### src/rtl/cmp_match_pkg.sv
package cmp_match_pkg;
  typedef enum logic [1:0] {
    OP_CMP_S  = 2'b00,
    OP_CMP_U  = 2'b01,
    OP_CARRY  = 2'b10,
    OP_BFIND  = 2'b11
  } cm_op_e;
endpackage

### src/rtl/cm_compare.sv
module cm_compare #(
  parameter int W         = 32,
  parameter bit IS_SIGNED = 1'b1
) (
  input  logic [W-1:0] a,
  input  logic [W-1:0] b,
  output logic [W-1:0] diff_out
);
  logic [W-1:0] raw;
  logic         top_src;

  // Two's complement difference b - a, written as b + ~a + 1
  assign raw = b + ~a + {{(W-1){1'b0}}, 1'b1};

  generate
    if (IS_SIGNED) begin : g_sgn
      assign top_src = b[W-1];
    end else begin : g_uns
      assign top_src = a[W-1];
    end
  endgenerate

  always_comb begin
    diff_out = raw;
    if (a[W-1] != b[W-1]) begin
      diff_out[W-1] = top_src;
    end
  end
endmodule

### src/rtl/cm_carry.sv
module cm_carry #(
  parameter int W = 32
) (
  input  logic [W-1:0] a,
  input  logic [W-1:0] b,
  input  logic         cin,
  output logic         cout
);
  localparam logic [W-1:0] ONES = '1;

  logic [W-1:0] room;
  logic [W-1:0] b_plus;

  // Headroom left above a, compared with the addend b + cin
  assign room   = ONES - a;
  assign b_plus = b + {{(W-1){1'b0}}, cin};

  always_comb begin
    if ((b == ONES) && cin) begin
      cout = 1'b1;
    end else begin
      cout = (room < b_plus);
    end
  end
endmodule

### src/rtl/cm_byte_find.sv
module cm_byte_find #(
  parameter int W      = 32,
  parameter int LANE_W = 8,
  parameter int IDX_W  = 3
) (
  input  logic [W-1:0]     a,
  input  logic [W-1:0]     b,
  output logic [IDX_W-1:0] idx
);
  localparam int LANES = W / LANE_W;

  // hit[k] is for lane number k+1, counted from the most significant lane
  logic [LANES-1:0] hit;

  genvar gl;
  generate
    for (gl = 0; gl < LANES; gl++) begin : g_lane
      localparam int HI = W - 1 - gl * LANE_W;
      assign hit[gl] = (a[HI -: LANE_W] == b[HI -: LANE_W]);
    end
  endgenerate

  always_comb begin
    idx = '0;
    for (int k = LANES - 1; k >= 0; k--) begin
      if (hit[k]) begin
        idx = IDX_W'(k + 1);
      end
    end
  end
endmodule

### src/rtl/cmp_match_unit.sv
module cmp_match_unit
  import cmp_match_pkg::*;
#(
  parameter int W      = 32,
  parameter int LANE_W = 8
) (
  input  logic [1:0]   op_sel,
  input  logic [W-1:0] opnd_a,
  input  logic [W-1:0] opnd_b,
  input  logic         carry_in,
  output logic [W-1:0] result
);
  localparam int LANES = W / LANE_W;
  localparam int IDX_W = $clog2(LANES + 1);

  logic [W-1:0]     cmp_s;
  logic [W-1:0]     cmp_u;
  logic             cy;
  logic [IDX_W-1:0] lane_idx;

  cm_compare #(.W(W), .IS_SIGNED(1'b1)) u_cmp_s (
    .a        (opnd_a),
    .b        (opnd_b),
    .diff_out (cmp_s)
  );

  cm_compare #(.W(W), .IS_SIGNED(1'b0)) u_cmp_u (
    .a        (opnd_a),
    .b        (opnd_b),
    .diff_out (cmp_u)
  );

  cm_carry #(.W(W)) u_carry (
    .a    (opnd_a),
    .b    (opnd_b),
    .cin  (carry_in),
    .cout (cy)
  );

  cm_byte_find #(.W(W), .LANE_W(LANE_W), .IDX_W(IDX_W)) u_find (
    .a   (opnd_a),
    .b   (opnd_b),
    .idx (lane_idx)
  );

  always_comb begin
    unique case (cm_op_e'(op_sel))
      OP_CMP_S: result = cmp_s;
      OP_CMP_U: result = cmp_u;
      OP_CARRY: result = {{(W-1){1'b0}}, cy};
      default:  result = {{(W-IDX_W){1'b0}}, lane_idx};
    endcase
  end
endmodule

### config.mk
export PLATFORM = sky130hd
export DESIGN_NAME = cmp_match_unit
export DESIGN_NICKNAME = d
export VERILOG_FILES = /design/src/rtl/cmp_match_pkg.sv /design/src/rtl/cm_compare.sv /design/src/rtl/cm_carry.sv /design/src/rtl/cm_byte_find.sv /design/src/rtl/cmp_match_unit.sv
export SDC_FILE = /design/constraint.sdc
export NUM_CORES = 1
export LEC_CHECK = 0
export CORE_MARGIN = 10
export CORE_UTILIZATION = 49
export DETAILED_ROUTE_END_ITERATION = 10
export GPL_ROUTABILITY_DRIVEN = 0
export PLACE_DENSITY = 0.84
export SLEW_MARGIN = 15
export SYNTH_ARGS = -nofsm -noshare
export SYNTH_HDL_FRONTEND = slang
export SYNTH_SLANG_ARGS = --single-unit
### constraint.sdc
create_clock -name vclk -period 6.9
set_clock_uncertainty 0.05 [all_clocks]
set_input_delay 1.725 -clock vclk [all_inputs]
set_output_delay 1.725 -clock vclk [all_outputs]
set_load 0.005 [all_outputs]
# After elaboration in Yosys (flattened, before gate mapping)
# Cells that the tools add are included.
totals:
  reg_bits: 0
  input_bits: 67
  output_inout_bits: 32
  word_cells: 24
op_classes:
  add_sub_neg: 4
  n_lt_le_gt_ge: 1
  n_eq_ne: 8
  muxes: 8
  n_bitwise: 1
  n_reduce_logical: 2
ops:
  columns: ["cell", "n"]
  rows:
  - ["32-bit case mux with 3 select lines", 1]
  - ["32-bit by 1-bit adder with 32-bit output", 1]
  - ["32-bit by 1-bit adder with 32-bit output, second input constant", 1]
  - ["32-bit adder", 1]
  - ["32-bit == test, second input constant", 1]
  - ["8-bit == test", 4]
  - ["32-bit < comparator", 1]
  - ["32-bit inverter", 1]
  - ["32-bit subtractor, first input constant", 1]
  - ["3-bit two-way mux", 4]
  - ["1-bit two-way mux", 3]
  - ["2-bit by 1-bit == test with 1-bit output, second input constant", 1]
  - ["2-bit == test, second input constant", 1]
  - ["2-bit zero test", 1]
  - ["1-bit logical AND", 1]
  - ["1-bit != test", 1]

# Longest topological paths before layout
logic_depth:
  depth_word: 6
  mapped_depth: 14
  depth_no_buf: 14

# Modules after synthesis
# A second synthesis with hierarchy kept.
unflattened:
  cells_unflattened: 892
  hier_area_um2: 6119.6
modules_own_cells:
  columns: ["mod", "n_inst", "cells_per_inst", "area_per_inst_um2", "seq_area_each_um2"]
  rows:
  - ["cm_compare", 2, 281, 1864.3, 0.0]
  - ["cm_carry", 1, 210, 1471.4, 0.0]
  - ["cmp_match_unit", 1, 73, 525.5, 0.0]
  - ["cm_byte_find", 1, 47, 394.1, 0.0]

# Least setup slack after synthesis
# OpenSTA, ideal clock, no wires.
synth_timing:
  path_type: "input to output"
  startpoint: "input opnd_b[10]"
  endpoint: "output result[0]"
  arrival_time_ns: 4.485
  t_required_ns: 5.125
  path_slack_ns: 0.640
  path_stages: 13
  n_path_buf: 0
  path_cell_list: "and4_1 nand3_1 nor4_1 and4_1 and2b_1 nand4_1 xor2_1 ha_1 and2_0 a221o_1 a221oi_1 o221ai_1 a41oi_1"
synth_via:
  elab_chain_len: 5
  word_cells_on_any_way: 10
  cone_classes: "add/sub (1); order compare (1); eq/ne (2); mux (5); reduce/logical (1)"
synth_lines:
  columns: ["item", "line", "rtl"]
  rows:
  - ["start, declared", "cmp_match_unit.sv:9", "input logic [W-1:0] opnd_b,"]
  - ["parallel branches: the longest is 4 deep, another holds 32-bit by 1-bit adder with 32-bit output", null, null]
  - ["32-bit case mux with 3 select lines *", "cmp_match_unit.sv:47", "unique case (cm_op_e'(op_sel))"]
  - ["end, declared", "cmp_match_unit.sv:11", "output logic [W-1:0] result"]
# Every way passes the cells marked *.

# Worst setup path in the final report
layout_timing:
  startpoint: "input opnd_b[0]"
  endpoint: "output result[0]"
layout_via:
  elab_chain_len: 4
  word_cells_on_any_way: 8
  cone_classes: "add/sub (3); order compare (1); eq/ne (1); mux (2); reduce/logical (1)"
layout_lines:
  columns: ["item", "line", "rtl"]
  rows:
  - ["32-bit by 1-bit adder with 32-bit output or 32-bit == test (tied branches)", "cm_carry.sv:16, cm_carry.sv:19", null]
  - ["32-bit < comparator or 1-bit logical AND (tied branches)", "cm_carry.sv:22, cm_carry.sv:19", null]
  - ["1-bit two-way mux", "cm_carry.sv:19", "if ((b == ONES) && cin) begin"]
  - ["32-bit case mux with 3 select lines *", "cmp_match_unit.sv:47", null]
# Every way passes the cells marked *; elsewhere a longest branch is shown, timed or not.

==> run_results.csv <==
group,metric,value,unit
drt,routed_via_density,6.173,
run,max_cap_violations,0,
global_routing,grt_max_degree,41,
critical_path,critPathKind,"in2out",
cells_and_area,areaGrowthSynthToFinish,52.91,%
cells_and_area,final-seq-area,0,µm²
timing,finalHoldViolCount,0,
cells_and_area,drive_gt1_share,17.54,%
logic_synthesis,synth_warnings,0,
cells_and_area,diodes,0,
cells_and_area,clkbuf_count,0,
logic_synthesis,synth_top_area_share,24.17,%
timing,min_period_over_period,100.0,%
floorplanning,die_area,10450,µm²
critical_path,crit_family,"buffers and inverters",
floorplanning,start_util,51.30,%
critical_path,max_stage_delay,0.49,ns
timing,fin_ws,-0.002913,ns
drt,drcViolationCount,0,
critical_path,crit_required,5.12,ns
logic_synthesis,synthTopCellsByCount,"ha_1 (64), nor2_1 (44), inv_1 (43)",
global_routing,antenna_found_initial,0,
critical_path,crit_fanout,4,
cells_and_area,nFlopsAndLatches,0,
critical_path,arrival,5.13,ns
timing,grt_setup_unrepaired,"yes",
timing,finalCriticalPeriod,6.903,ns
drt,drtIter0Drc,354,
timing,setup_viol,1,
logic_synthesis,synth_top_area_cell,"ha_1",
placed_design,dpl.hpwl,10340,µm
cells_and_area,layout.nets,769,
timing,fmax,0.1449,GHz
critical_path,startpoint_type,"primary input",
critical_path,crit_buf_inv,4,
logic_synthesis,synth.net_count,611,
critical_path,critPathCaptureType,"output port",
global_routing,grt_overflow_total,0,
floorplanning,die_w,102.2,µm
timing,slew_viol_final,0,
critical_path,critPathSlowestCell,"clkdlybuf4s50_1",
logic_synthesis,synthCells,477,
global_routing,grt_pass1_vias,4337,
drt,routedWlPerCell,18.44,µm
floorplanning,core,6459,µm²
global_routing,grt_pass1_wl,20190,µm
drt,antenna_left,0,
logic_synthesis,ys_seq_area_share,0,%
floorplanning,rows,29,
logic_synthesis,avgSynthCellArea,6.946,µm²
cells_and_area,fin_area,5066,µm²
drt,dr.pass1.iters,5,
logic_synthesis,ys_types,55,
min_path,hold_class,"in2out",
logic_synthesis,yosysMostFrequentCell,"ha_1",
floorplanning,die_h,102.2,µm
pwr,design_power_total,409.3,µW
pwr,p_per_area,80.79,nW/µm²
global_routing,grtUsageTotal,22.88,%
run_status,status,"finished with violations",
critical_path,cp_cell_sequence,"clkdlybuf4s50_1, ha_2, nand4_1, nor3_2, buf_4, nand4_1, xor2_1, ha_1, a21oi_1, nor2b_1, o21ai_1, o31ai_1, nor4_2, buf_4, o221ai_2, a41oi_2, buf_2",
placed_design,numPortBuffers,99,
run_status,violations,"setup timing",
drt,vias,4383,
pwr,ir_worst_vdd,0.05860,mV
pwr,cellLeakagePower,0.002469,µW
timing,tightest_slew,0.6607,ns
logic_synthesis,synth_area,3313,µm²
timing,maxSlewHeadroom,55.40,%
logic_synthesis,ys_top_cells_by_area,"ha_1 (24%), xor2_1 (7.7%), xnor2_1 (6.1%)",
placed_design,postPlaceCellArea,4813,µm²
floorplanning,ios,99,
drt,wirelength,13100,µm
==> cells in the final DEF (no fill, tap or decap), types with 3 or more instances in the layout <==
cell	count
o21ai_0	16
o21ai_1	3
nor2_1	44
clkdlybuf4s50_1	82
a21oi_2	3
xnor2_1	23
o211ai_1	7
and4_1	4
nor2b_1	9
ha_1	61
inv_1	43
nor3_1	8
and3_1	7
a21oi_1	35
nand2_1	29
buf_4	71
o2111ai_1	3
nand3_1	23
xor2_1	28
o21a_1	6
mux2_2	3
dlymetal6s2s_1	16
nand4_1	19
a211oi_1	3
a21o_1	23
ha_2	3
==> cell families (layout without fill, tap and decap cells) <==
logic type,after synthesis,count (layout),share of synthesized area (%)
muxes,6,6,1.964
adders and majority gates,67,67,25.98
AOI/OAI and AO/OA,124,124,25.53
xor gates and xnor gates,52,52,13.75
and+or+nand+nor,169,169,26.09
buffers and inverters,59,215,6.684
==> path summary, 6_finish.rpt <==
check / depth (start not counted) / start / end / slack [ns]
worst max-delay path: 17 / opnd_b[0] / result[0] / -0.003
worst min-delay path: 7 / opnd_b[1] / result[0] / 4.23
==> timing repair <==
item,in CTS,in global routing
pin swaps,8,17
resized for setup,13,43
hold buffers,0,0
buffers inserted,2,8
setup endpoints to repair,2,11
==> routing by layer <==
| layer | vias to the layer above | track usage (%) | wire [µm] |
|---|---|---|---|
| met3 | 59 | 4.318 | 1029 |
| met4 | 0 | 7.267 | 537 |
| met1 | 2051 | 26.32 | 5015 |
| met5 | - | 0 | 0 |
| met2 | 223 | 41.53 | 6513 |
| li1 | 2050 | - | - |
==> report_power, final <==
group	internal (µW)	switching, µW	leakage [µW]
registers	0	0	0
clock network	0	0	0
logic	210	199	0.00247
total	210	199	0.00247
==> cell type report <==
cell class,instances,area (µm²)
multi-input cells,418,3227
inverters,43,161.4
well taps,77,96.34
fillers,432,1393
repair buffers,172,1582
==> per-stage QoR <==
step | hold slack (ns) | TNS, ns | utilization (%) | cells | setup WS, ns
5_1_grt | 4.257 | -0.2188 | 78.44 | 710 | -0.1289
4_1_cts | 4.227 | 0 | 75.40 | 702 | 0.005172
6_report | 4.226 | -0.002913 | 78.44 | 710 | -0.002913
3_3_place_gp | 4.553 | -0.6150 | 74.53 | 700 | -0.5605
3_5_place_dp | 4.529 | -0.8967 | 74.53 | 700 | -0.7772
2_1_floorplan | 3.542 | 0 | - | 477 | 0.6395
(Power assumes the default switching activity.)
